<file path="src/rtl/ostmr_pkg.sv">
package ostmr_pkg;
   localparam int unsigned BUS_W   = 32;
   localparam int unsigned WIN_LSB = 5;   // register window is 8 words
   // word indices (byte offset / 4); compare values occupy words 0..NCH-1
   localparam logic [2:0] W_CNT  = 3'd4;
   localparam logic [2:0] W_STAT = 3'd5;
   localparam logic [2:0] W_WDOG = 3'd6;
   localparam logic [2:0] W_IEN  = 3'd7;

   typedef struct packed {
      logic cnt;
      logic stat;
      logic wdog;
      logic ien;
   } ostmr_wr_t;
endpackage

</file>
<file path="src/rtl/ostmr_counter.sv">
module ostmr_counter #(
   parameter int unsigned CNT_W = 32
) (
   input  logic             clk,
   input  logic             rst_n,
   input  logic             tick_en,
   input  logic             load,
   input  logic [CNT_W-1:0] load_val,
   output logic [CNT_W-1:0] cnt_q,
   output logic [CNT_W-1:0] cnt_nxt,
   output logic             cnt_chg
);
   always_comb begin
      if (load)         cnt_nxt = load_val;
      else if (tick_en) cnt_nxt = cnt_q + 1'b1;
      else              cnt_nxt = cnt_q;
   end

   assign cnt_chg = (cnt_nxt != cnt_q);

   always_ff @(posedge clk or negedge rst_n) begin
      if (!rst_n) cnt_q <= '0;
      else        cnt_q <= cnt_nxt;
   end
endmodule

</file>
<file path="src/rtl/ostmr_match_ch.sv">
module ostmr_match_ch #(
   parameter int unsigned CNT_W = 32
) (
   input  logic             clk,
   input  logic             rst_n,
   input  logic             wr,
   input  logic [CNT_W-1:0] wval,
   input  logic [CNT_W-1:0] cnt_nxt,
   input  logic             cnt_chg,
   input  logic             ien,
   input  logic             clr,
   output logic [CNT_W-1:0] cmp_q,
   output logic             hit,
   output logic             stat_q,
   output logic             irq_q
);
   // event only when the counter steps onto the compare value
   assign hit = cnt_chg && (cnt_nxt == cmp_q);

   always_ff @(posedge clk or negedge rst_n) begin
      if (!rst_n) begin
         cmp_q  <= '0;
         stat_q <= 1'b0;
         irq_q  <= 1'b0;
      end else begin
         if (wr) cmp_q <= wval;
         if (hit)      stat_q <= 1'b1;
         else if (clr) stat_q <= 1'b0;
         if (hit && ien) irq_q <= 1'b1;
         else if (clr)   irq_q <= 1'b0;
      end
   end
endmodule

</file>
<file path="src/rtl/ostmr_wdog.sv">
module ostmr_wdog (
   input  logic clk,
   input  logic rst_n,
   input  logic arm_wr,
   input  logic arm_bit,
   input  logic hit,
   output logic armed_q,
   output logic req_q
);
   logic fire;
   assign fire = hit && armed_q;

   always_ff @(posedge clk or negedge rst_n) begin
      if (!rst_n) begin
         armed_q <= 1'b0;
         req_q   <= 1'b0;
      end else begin
         req_q <= fire;
         if (fire)                  armed_q <= 1'b0;
         else if (arm_wr && arm_bit) armed_q <= 1'b1;
      end
   end
endmodule

</file>
<file path="src/rtl/ostmr_regbus.sv">
module ostmr_regbus
   import ostmr_pkg::*;
#(
   parameter int unsigned NCH    = 4,
   parameter int unsigned CNT_W  = 32,
   parameter int unsigned ADDR_W = 8
) (
   input  logic                 bus_wr,
   input  logic [ADDR_W-1:0]    bus_addr,
   input  logic [NCH*CNT_W-1:0] cmp_flat,
   input  logic [CNT_W-1:0]     cnt_q,
   input  logic [NCH-1:0]       stat_q,
   input  logic                 wdog_q,
   input  logic [NCH-1:0]       ien_q,
   output logic [NCH-1:0]       wr_cmp,
   output ostmr_wr_t            wr_s,
   output logic [BUS_W-1:0]     bus_rdata
);
   logic       in_win;
   logic [2:0] word;
   logic [1:0] unused_lo;

   assign in_win    = (bus_addr[ADDR_W-1:WIN_LSB] == '0);
   assign word      = bus_addr[WIN_LSB-1:2];
   assign unused_lo = bus_addr[1:0];

   genvar gi;
   generate
      for (gi = 0; gi < NCH; gi++) begin : g_wdec
         assign wr_cmp[gi] = bus_wr && in_win && (word == 3'(gi));
      end
   endgenerate

   assign wr_s.cnt  = bus_wr && in_win && (word == W_CNT);
   assign wr_s.stat = bus_wr && in_win && (word == W_STAT);
   assign wr_s.wdog = bus_wr && in_win && (word == W_WDOG);
   assign wr_s.ien  = bus_wr && in_win && (word == W_IEN);

   always_comb begin
      bus_rdata = '0;
      if (in_win) begin
         unique case (word)
            W_CNT:  bus_rdata[CNT_W-1:0] = cnt_q;
            W_STAT: bus_rdata[NCH-1:0]   = stat_q;
            W_WDOG: bus_rdata[0]         = wdog_q;
            W_IEN:  bus_rdata[NCH-1:0]   = ien_q;
            default: begin
               if (int'(word) < NCH)
                  bus_rdata[CNT_W-1:0] = cmp_flat[int'(word)*CNT_W +: CNT_W];
            end
         endcase
      end
   end
endmodule

</file>
<file path="src/rtl/ostmr_core.sv">
module ostmr_core
   import ostmr_pkg::*;
#(
   parameter int unsigned NCH     = 4,
   parameter int unsigned CNT_W   = 32,
   parameter int unsigned ADDR_W  = 8,
   parameter bit          WDOG_EN = 1'b1
) (
   input  logic              clk,
   input  logic              rst_n,
   input  logic              tick_en,
   input  logic              bus_wr,
   input  logic [ADDR_W-1:0] bus_addr,
   input  logic [31:0]       bus_wdata,
   output logic [31:0]       bus_rdata,
   output logic [NCH-1:0]    irq_o,
   output logic              wdt_rst_o
);
   localparam int unsigned WD_CH = NCH - 1;

   generate
      if (NCH < 1 || NCH > 4) begin : g_bad_nch
         $error("ostmr_core: NCH must be 1..4");
      end
      if (CNT_W < 2 || CNT_W > BUS_W) begin : g_bad_cw
         $error("ostmr_core: CNT_W must be 2..32");
      end
      if (ADDR_W <= WIN_LSB) begin : g_bad_aw
         $error("ostmr_core: ADDR_W too small");
      end
   endgenerate

   logic [CNT_W-1:0]     cnt_q, cnt_nxt;
   logic                 cnt_chg;
   logic [NCH*CNT_W-1:0] cmp_flat;
   logic [NCH-1:0]       wr_cmp, hit, stat_q, ien_q;
   logic                 wdog_q;
   ostmr_wr_t            wr_s;

   ostmr_regbus #(.NCH(NCH), .CNT_W(CNT_W), .ADDR_W(ADDR_W)) u_bus (
      .bus_wr(bus_wr), .bus_addr(bus_addr), .cmp_flat(cmp_flat),
      .cnt_q(cnt_q), .stat_q(stat_q), .wdog_q(wdog_q), .ien_q(ien_q),
      .wr_cmp(wr_cmp), .wr_s(wr_s), .bus_rdata(bus_rdata)
   );

   ostmr_counter #(.CNT_W(CNT_W)) u_cnt (
      .clk(clk), .rst_n(rst_n), .tick_en(tick_en), .load(wr_s.cnt),
      .load_val(bus_wdata[CNT_W-1:0]), .cnt_q(cnt_q),
      .cnt_nxt(cnt_nxt), .cnt_chg(cnt_chg)
   );

   always_ff @(posedge clk or negedge rst_n) begin
      if (!rst_n)       ien_q <= '0;
      else if (wr_s.ien) ien_q <= bus_wdata[NCH-1:0];
   end

   genvar gi;
   generate
      for (gi = 0; gi < NCH; gi++) begin : g_ch
         ostmr_match_ch #(.CNT_W(CNT_W)) u_ch (
            .clk(clk), .rst_n(rst_n), .wr(wr_cmp[gi]),
            .wval(bus_wdata[CNT_W-1:0]), .cnt_nxt(cnt_nxt),
            .cnt_chg(cnt_chg), .ien(ien_q[gi]),
            .clr(wr_s.stat && bus_wdata[gi]),
            .cmp_q(cmp_flat[gi*CNT_W +: CNT_W]), .hit(hit[gi]),
            .stat_q(stat_q[gi]), .irq_q(irq_o[gi])
         );
      end

      if (WDOG_EN) begin : g_wdog
         ostmr_wdog u_wdog (
            .clk(clk), .rst_n(rst_n), .arm_wr(wr_s.wdog),
            .arm_bit(bus_wdata[0]), .hit(hit[WD_CH]),
            .armed_q(wdog_q), .req_q(wdt_rst_o)
         );
      end else begin : g_no_wdog
         assign wdog_q    = 1'b0;
         assign wdt_rst_o = 1'b0;
      end
   endgenerate
endmodule

</file>
<file path="config.mk">
export PLATFORM = sky130hd
export DESIGN_NAME = ostmr_core
export DESIGN_NICKNAME = d
export VERILOG_FILES = /design/src/rtl/ostmr_pkg.sv /design/src/rtl/ostmr_counter.sv /design/src/rtl/ostmr_match_ch.sv /design/src/rtl/ostmr_wdog.sv /design/src/rtl/ostmr_regbus.sv /design/src/rtl/ostmr_core.sv
export SDC_FILE = /design/constraint.sdc
export NUM_CORES = 1
export LEC_CHECK = 0
export ABC_AREA = 1
export BUFFER_PORTS_ARGS = -buffer_cell sky130_fd_sc_hd__clkbuf_2
export CELL_PAD_IN_SITES_DETAIL_PLACEMENT = 0
export CELL_PAD_IN_SITES_GLOBAL_PLACEMENT = 2
export CORE_ASPECT_RATIO = 0.8
export CORE_MARGIN = 5
export CORE_UTILIZATION = 37
export CTS_CLUSTER_DIAMETER = 80
export DETAILED_ROUTE_END_ITERATION = 6
export GPL_TIMING_DRIVEN = 0
export PLACE_DENSITY = 0.86
export SLEW_MARGIN = 20
export SYNTH_ARGS = -nofsm -noshare
export SYNTH_HDL_FRONTEND = slang
export SYNTH_SLANG_ARGS = --single-unit
</file>
<file path="constraint.sdc">
create_clock -name clk -period 7.4 [get_ports clk]
set_input_delay 2.22 -clock clk [delete_from_list [all_inputs] [get_ports clk]]
set_output_delay 2.22 -clock clk [all_outputs]
set_load 0.005 [all_outputs]
</file>
## After elaboration in Yosys (flattened, before gate mapping)

Cells that the tools add are included.

| operators by class | value |
|---|---|
| add/subtract/negate cells | 1 |
| $lt $le $gt $ge | 1 |
| equal/unequal tests | 12 |
| shift operators | 1 |
| mux-type cells | 21 |
| reductions and logical operators | 35 |

Operators by type and width:

| cell | count |
|---|---|
| == test 32 bit | 4 |
| 2-to-1 mux 32 bit | 4 |
| variable part select 128 x 9 -> 32 bit | 1 |
| case mux 28 bit (2 select lines) | 1 |
| adder 32 x 1 -> 32 bit (second input constant) | 1 |
| != test 32 bit | 1 |
| logical AND 1 bit | 23 |
| nonzero test 2 bit | 9 |
| 2-to-1 mux 1 bit | 14 |
| == test 3 bit (second input constant) | 4 |
| case mux 3 bit (4 select lines) | 1 |
| == test 3 x 2 -> 1 bit (second input constant) | 2 |
| zero test 3 bit | 2 |
| case mux 1 bit (4 select lines) | 1 |
| == test 3 x 1 -> 1 bit (second input constant) | 1 |
| < comparator 3 bit (second input constant) | 1 |
| OR reduction 3 bit | 1 |

| storage, ports and cells | value |
|---|---|
| register bits after elaboration | 174 |
| bits of input ports | 44 |
| output and inout bits | 37 |
| word-level logic and storage cells | 87 |

## Longest topological paths before layout

| logic depth | value |
|---|---|
| depth after elaboration | 8 |
| gate-level depth with buffers | 21 |
| mapped depth without buffers | 20 |

## Hierarchy

From an unflattened synthesis, not the netlist that was laid out.

| second synthesis, totals | value |
|---|---|
| cells, all modules | 2172 |
| area, all modules | 13203.9 um^2 |

By module, submodules not included:

| module | instances | cells an instance | area each (um^2) | sequential area each (um^2) |
|---|---|---|---|---|
| ostmr_match_ch | 4 | 306 | 2025.7 | 850.8 |
| ostmr_counter | 1 | 499 | 3006.6 | 800.8 |
| ostmr_regbus | 1 | 415 | 1839.3 | 0.0 |
| ostmr_core | 1 | 25 | 178.9 | 100.1 |
| ostmr_wdog | 1 | 9 | 76.3 | 50.0 |

## Worst setup path before layout

No wires, ideal clock.

| timing | value |
|---|---|
| path kind | in2out |
| start | input bus_addr[3] |
| end | output bus_rdata[11] |
| data arrival time | 3.298 ns |
| data required time | 5.180 ns |
| path slack | 1.882 ns |
| stages | 7 |
| path buffers | 1 |
| cell sequence | inv_1 > nor2_1 > inv_2 > clkbuf_1 > o221ai_1 > a221oi_1 > nor3_1 |

| between the ends | value |
|---|---|
| longest elaborated chain between the ends | 4 |
| elaborated cells between the ends (all ways) | 10 |
| those cells by class | 1 x order compare; 4 x eq/ne; 1 x shift; 3 x mux; 1 x reduce/logical |

Ends and longest elaborated chain:

| what | RTL line | RTL |
|---|---|---|
| from (decl) | ostmr_core.sv:13 | `input logic [ADDR_W-1:0] bus_addr,` |
| variable part select 128 x 9 -> 32 bit (tied with other cells) | ostmr_regbus.sv:49 | `bus_rdata[CNT_W-1:0] = cmp_flat[int'(word)*CNT_W +: CNT_W];` |
| 2-to-1 mux 32 bit or OR reduction 3 bit (tied branches) | -- |  |
| case mux 28 bit (2 select lines) (*) | ostmr_regbus.sv:42 | `unique case (word)` |
| 2-to-1 mux 32 bit (*) | ostmr_regbus.sv:41 | `if (in_win) begin` |
| to (decl) | ostmr_core.sv:15 | `output logic [31:0] bus_rdata,` |

Mark *: on every way between the ends. The rest lies on a longest branch, timed or not.

## Final worst setup path

| timing | value |
|---|---|
| start | input bus_addr[3] |
| end | output bus_rdata[13] |

The elaborated chain is that of the path after synthesis.

==> impl_metrics.yaml <==
outcome:
  status: "completed"
pwr:
  p_leak_nw: 6.93
  power_density_nw_per_um2: 280
  peakVddDrop_uv: 172
synth:
  synth_mux_area_share_pct: 0
  synth_seq_cells: 174
  syn_nets: 1849
  yosysTopAreaCellShare_pct: 36.5
  syn_inst: 1804
  synth_xor_xnor_area_share_pct: 1.91
  ys_warn_count: 0
  synth_top_family_by_area: "simple AND/OR/NAND/NOR gates"
  seq_area_frac_synth_pct: 36.5
  synth_area_leader_cell: "dfrtp_1"
  synth_edf_count: 0
  yosysMostFrequentCell: "nand2_1"
  async_flop_share_pct: 100
  synth.distinct_cells: 41
  yosys-top-cells-count: "586 x nand2_1, 236 x inv_1, 176 x o21ai_0"
  avgSynthCellArea_sq_um: 6.62
  yosys-top-cells-area: "dfrtp_1 36%, nand2_1 18%, inv_1 7.4%, o21ai_0 7.4%, nand3_1 6.2%"
  synth_compound_area_share_pct: 13.8
  synthAdderAreaFrac_pct: 0.105
  syn-cell-area_sq_um: 11900
  synthSimpleGateAreaFrac_pct: 37.3
  ys.flop_type: "dfrtp_1"
critical_path:
  reg2reg_depth: 17
  required_ns: 5.18
  critPathMaxFanout: 10
  cp-end-kind: "output port"
  cp-start-kind: "input pin"
  rr_startpoint: "u_cnt.cnt_q[1]"
  arrival_ns: 5.06
  path_class: "in2out"
  regToRegEndpoint: "g_wdog.u_wdog.armed_q"
  timing.reg2reg.setup_slack_ns: 4.00
floorplan:
  fp.dieW_um: 211
  placementRows: 58
  coreArea_sq_um: 31600
  die-area_sq_um: 36000
  die_h_um: 171
  start_util_pct: 37.7
  ios: 81
place:
  dp.cells: 2305
  gp_congestion: 0.993
  hpwl_um: 41500
  io_buffers: 77
global_route:
  grt_max_degree: 68
  antenna_found_initial: 0
  grt_pass1_vias: 12100
  grt_usage_pct: 31.3
  grt_pass1_wl_um: 82000
  grt_overflow_total: 0
routing:
  dr.pass1.iters: 6
  drtIter0Drc: 1557
  drt_wl_total_um: 56600
  drcViolationCount: 0
  via_per_inst: 5.56
  dr_total_vias: 13000
  ant_nets: 0
  wl_per_cell_um: 24.2
clock_tree:
  cts_sinks: 174
  clockRootBuffer: "clkbuf_16"
  htree_num_levels: 4
  clkTransAtPathRegs_ns: 0.07
  post_cts.repair.setup_buffers: 0
  clockBufferDepth: 2
  cts_buffers: 17
  hold_buffers: 0
  cts_resized: 0
  insertion_delay_ns: 0.48
  cts_tree: "built"
cells_and_area:
  syn2layout_area_growth_pct: 13.7
  final_net_count: 1950
  antenna_cells: 0
  final_cells: 2338
  layout-drive-gt1-share_pct: 12.4
sta:
  skew_ns: 0.0149
  worstMarginPinSlew_ns: 1.16
  period_minus_slack_ns: 7.28
  rsz0062_at_grt: "false"
  tns_ns: 0
  slew_headroom_pct: 22.4
  setup_violations: 0
  report.final.slew_viol_count: 0
  hold_viol_final: 0
  finalCritPeriodShare_pct: 98.3
  max_freq_ghz: 0.137
worst_hold_path:
  hold_path_class: "reg2reg"
  min_to: "g_ch[0].u_ch.irq_q"
  whs_path_depth: 2
  hold_start: "ien_q[0]"
job:
  maxCapViolCount: 0
## registers in the layout, indices dropped and copies added, names as in the netlist
name                   count
g_ch.u_ch.cmp_q          128
u_cnt.cnt_q               32
g_ch.u_ch.irq_q            4
g_ch.u_ch.stat_q           4
ien_q                      4
g_wdog.u_wdog.armed_q      1
g_wdog.u_wdog.req_q        1
## stage by stage
step	power [W]	cell area [sq um]	setup WS, ns	util (%)	hold slack [ns]
after floorplan	0.00224	11900	1.88	-	0.469
after global placement	0.00276	12900	-0.0994	40.6	0.495
after detailed placement	0.00277	12900	0.366	40.9	0.491
after CTS	0.00377	13600	0.365	42.9	0.516
after global routing	0.00402	13600	0.146	42.9	0.541
final	0.00381	13600	0.125	42.9	0.510
## cell families (layout without fill, tap and decap cells)
group / Yosys count / in the layout
simple gates: 1004 / 1004
buf+inv: 315 / 429
compound gates: 284 / 284
flops: 174 / 174
xor+xnor: 26 / 26
fa+ha+maj: 1 / 1
## cells in the final DEF, fill, tap and decap left out, types with 11 or more instances in the layout
cell type,synthesis,routed
a21oi_1,20,20
a221oi_1,15,15
clkbuf_1,45,45
clkbuf_16,0,17
clkbuf_2,0,76
dfrtp_1,174,174
inv_1,236,236
inv_2,16,16
nand2_1,586,586
nand2_2,42,42
nand3_1,147,147
nand3_2,13,13
nand4_1,15,15
nor2_1,143,142
nor2_4,11,11
nor3_1,20,18
o21ai_0,176,176
o221ai_1,11,11
o22ai_1,24,24
o311ai_0,19,19
xor2_1,25,25
## layout make-up
cell class / instances / area [sq um]
clock buffer: 19 / 453
timing repair buffer: 82 / 479
buffer: 62 / 294
multi-input combinational: 1315 / 6350
tap: 420 / 526
fill: 3441 / 18100
clock inverter: 13 / 163
sequential: 174 / 4350
inverter: 253 / 952
## power by group
| part | internal, W | leakage [nW] | switching [W] |
|---|---|---|---|
| logic | 0.000424 | 4.68 | 0.00106 |
| registers | 0.00113 | 1.96 | 0.000183 |
| clock network | 0.000551 | 0.296 | 0.000457 |
| total | 0.00211 | 6.93 | 0.00170 |
## worst max-delay path by stage
stage	from	to	slack, ns	cells after the start
2_1_floorplan	bus_addr[3]	bus_rdata[11]	1.88	7
3_3_place_gp	bus_addr[3]	bus_rdata[13]	-0.1	9
3_5_place_dp	bus_addr[3]	bus_rdata[13]	0.37	9
4_1_cts	bus_addr[3]	bus_rdata[13]	0.37	9
5_1_grt	bus_addr[3]	bus_rdata[7]	0.15	9
6_report	bus_addr[3]	bus_rdata[13]	0.12	9
## routing by layer
layer  vias up  routed length (um)  GRT usage, %
met5         -                   0             0
li1       6014                   -             -
met2       689               23300          45.4
met4         0                1540          9.02
met1      6219               25900          46.3
met3        87                5790          7.85
## critical path: stages
cell and delay [ns]:
clkbuf_2 0.12, inv_1 0.06, nor2_2 0.73, inv_2 0.37, clkbuf_1 0.53, o221ai_1 0.32
a221oi_1 0.08, nor3_1 0.41, clkbuf_2 0.20
Power figures use the tool's default switching activity.
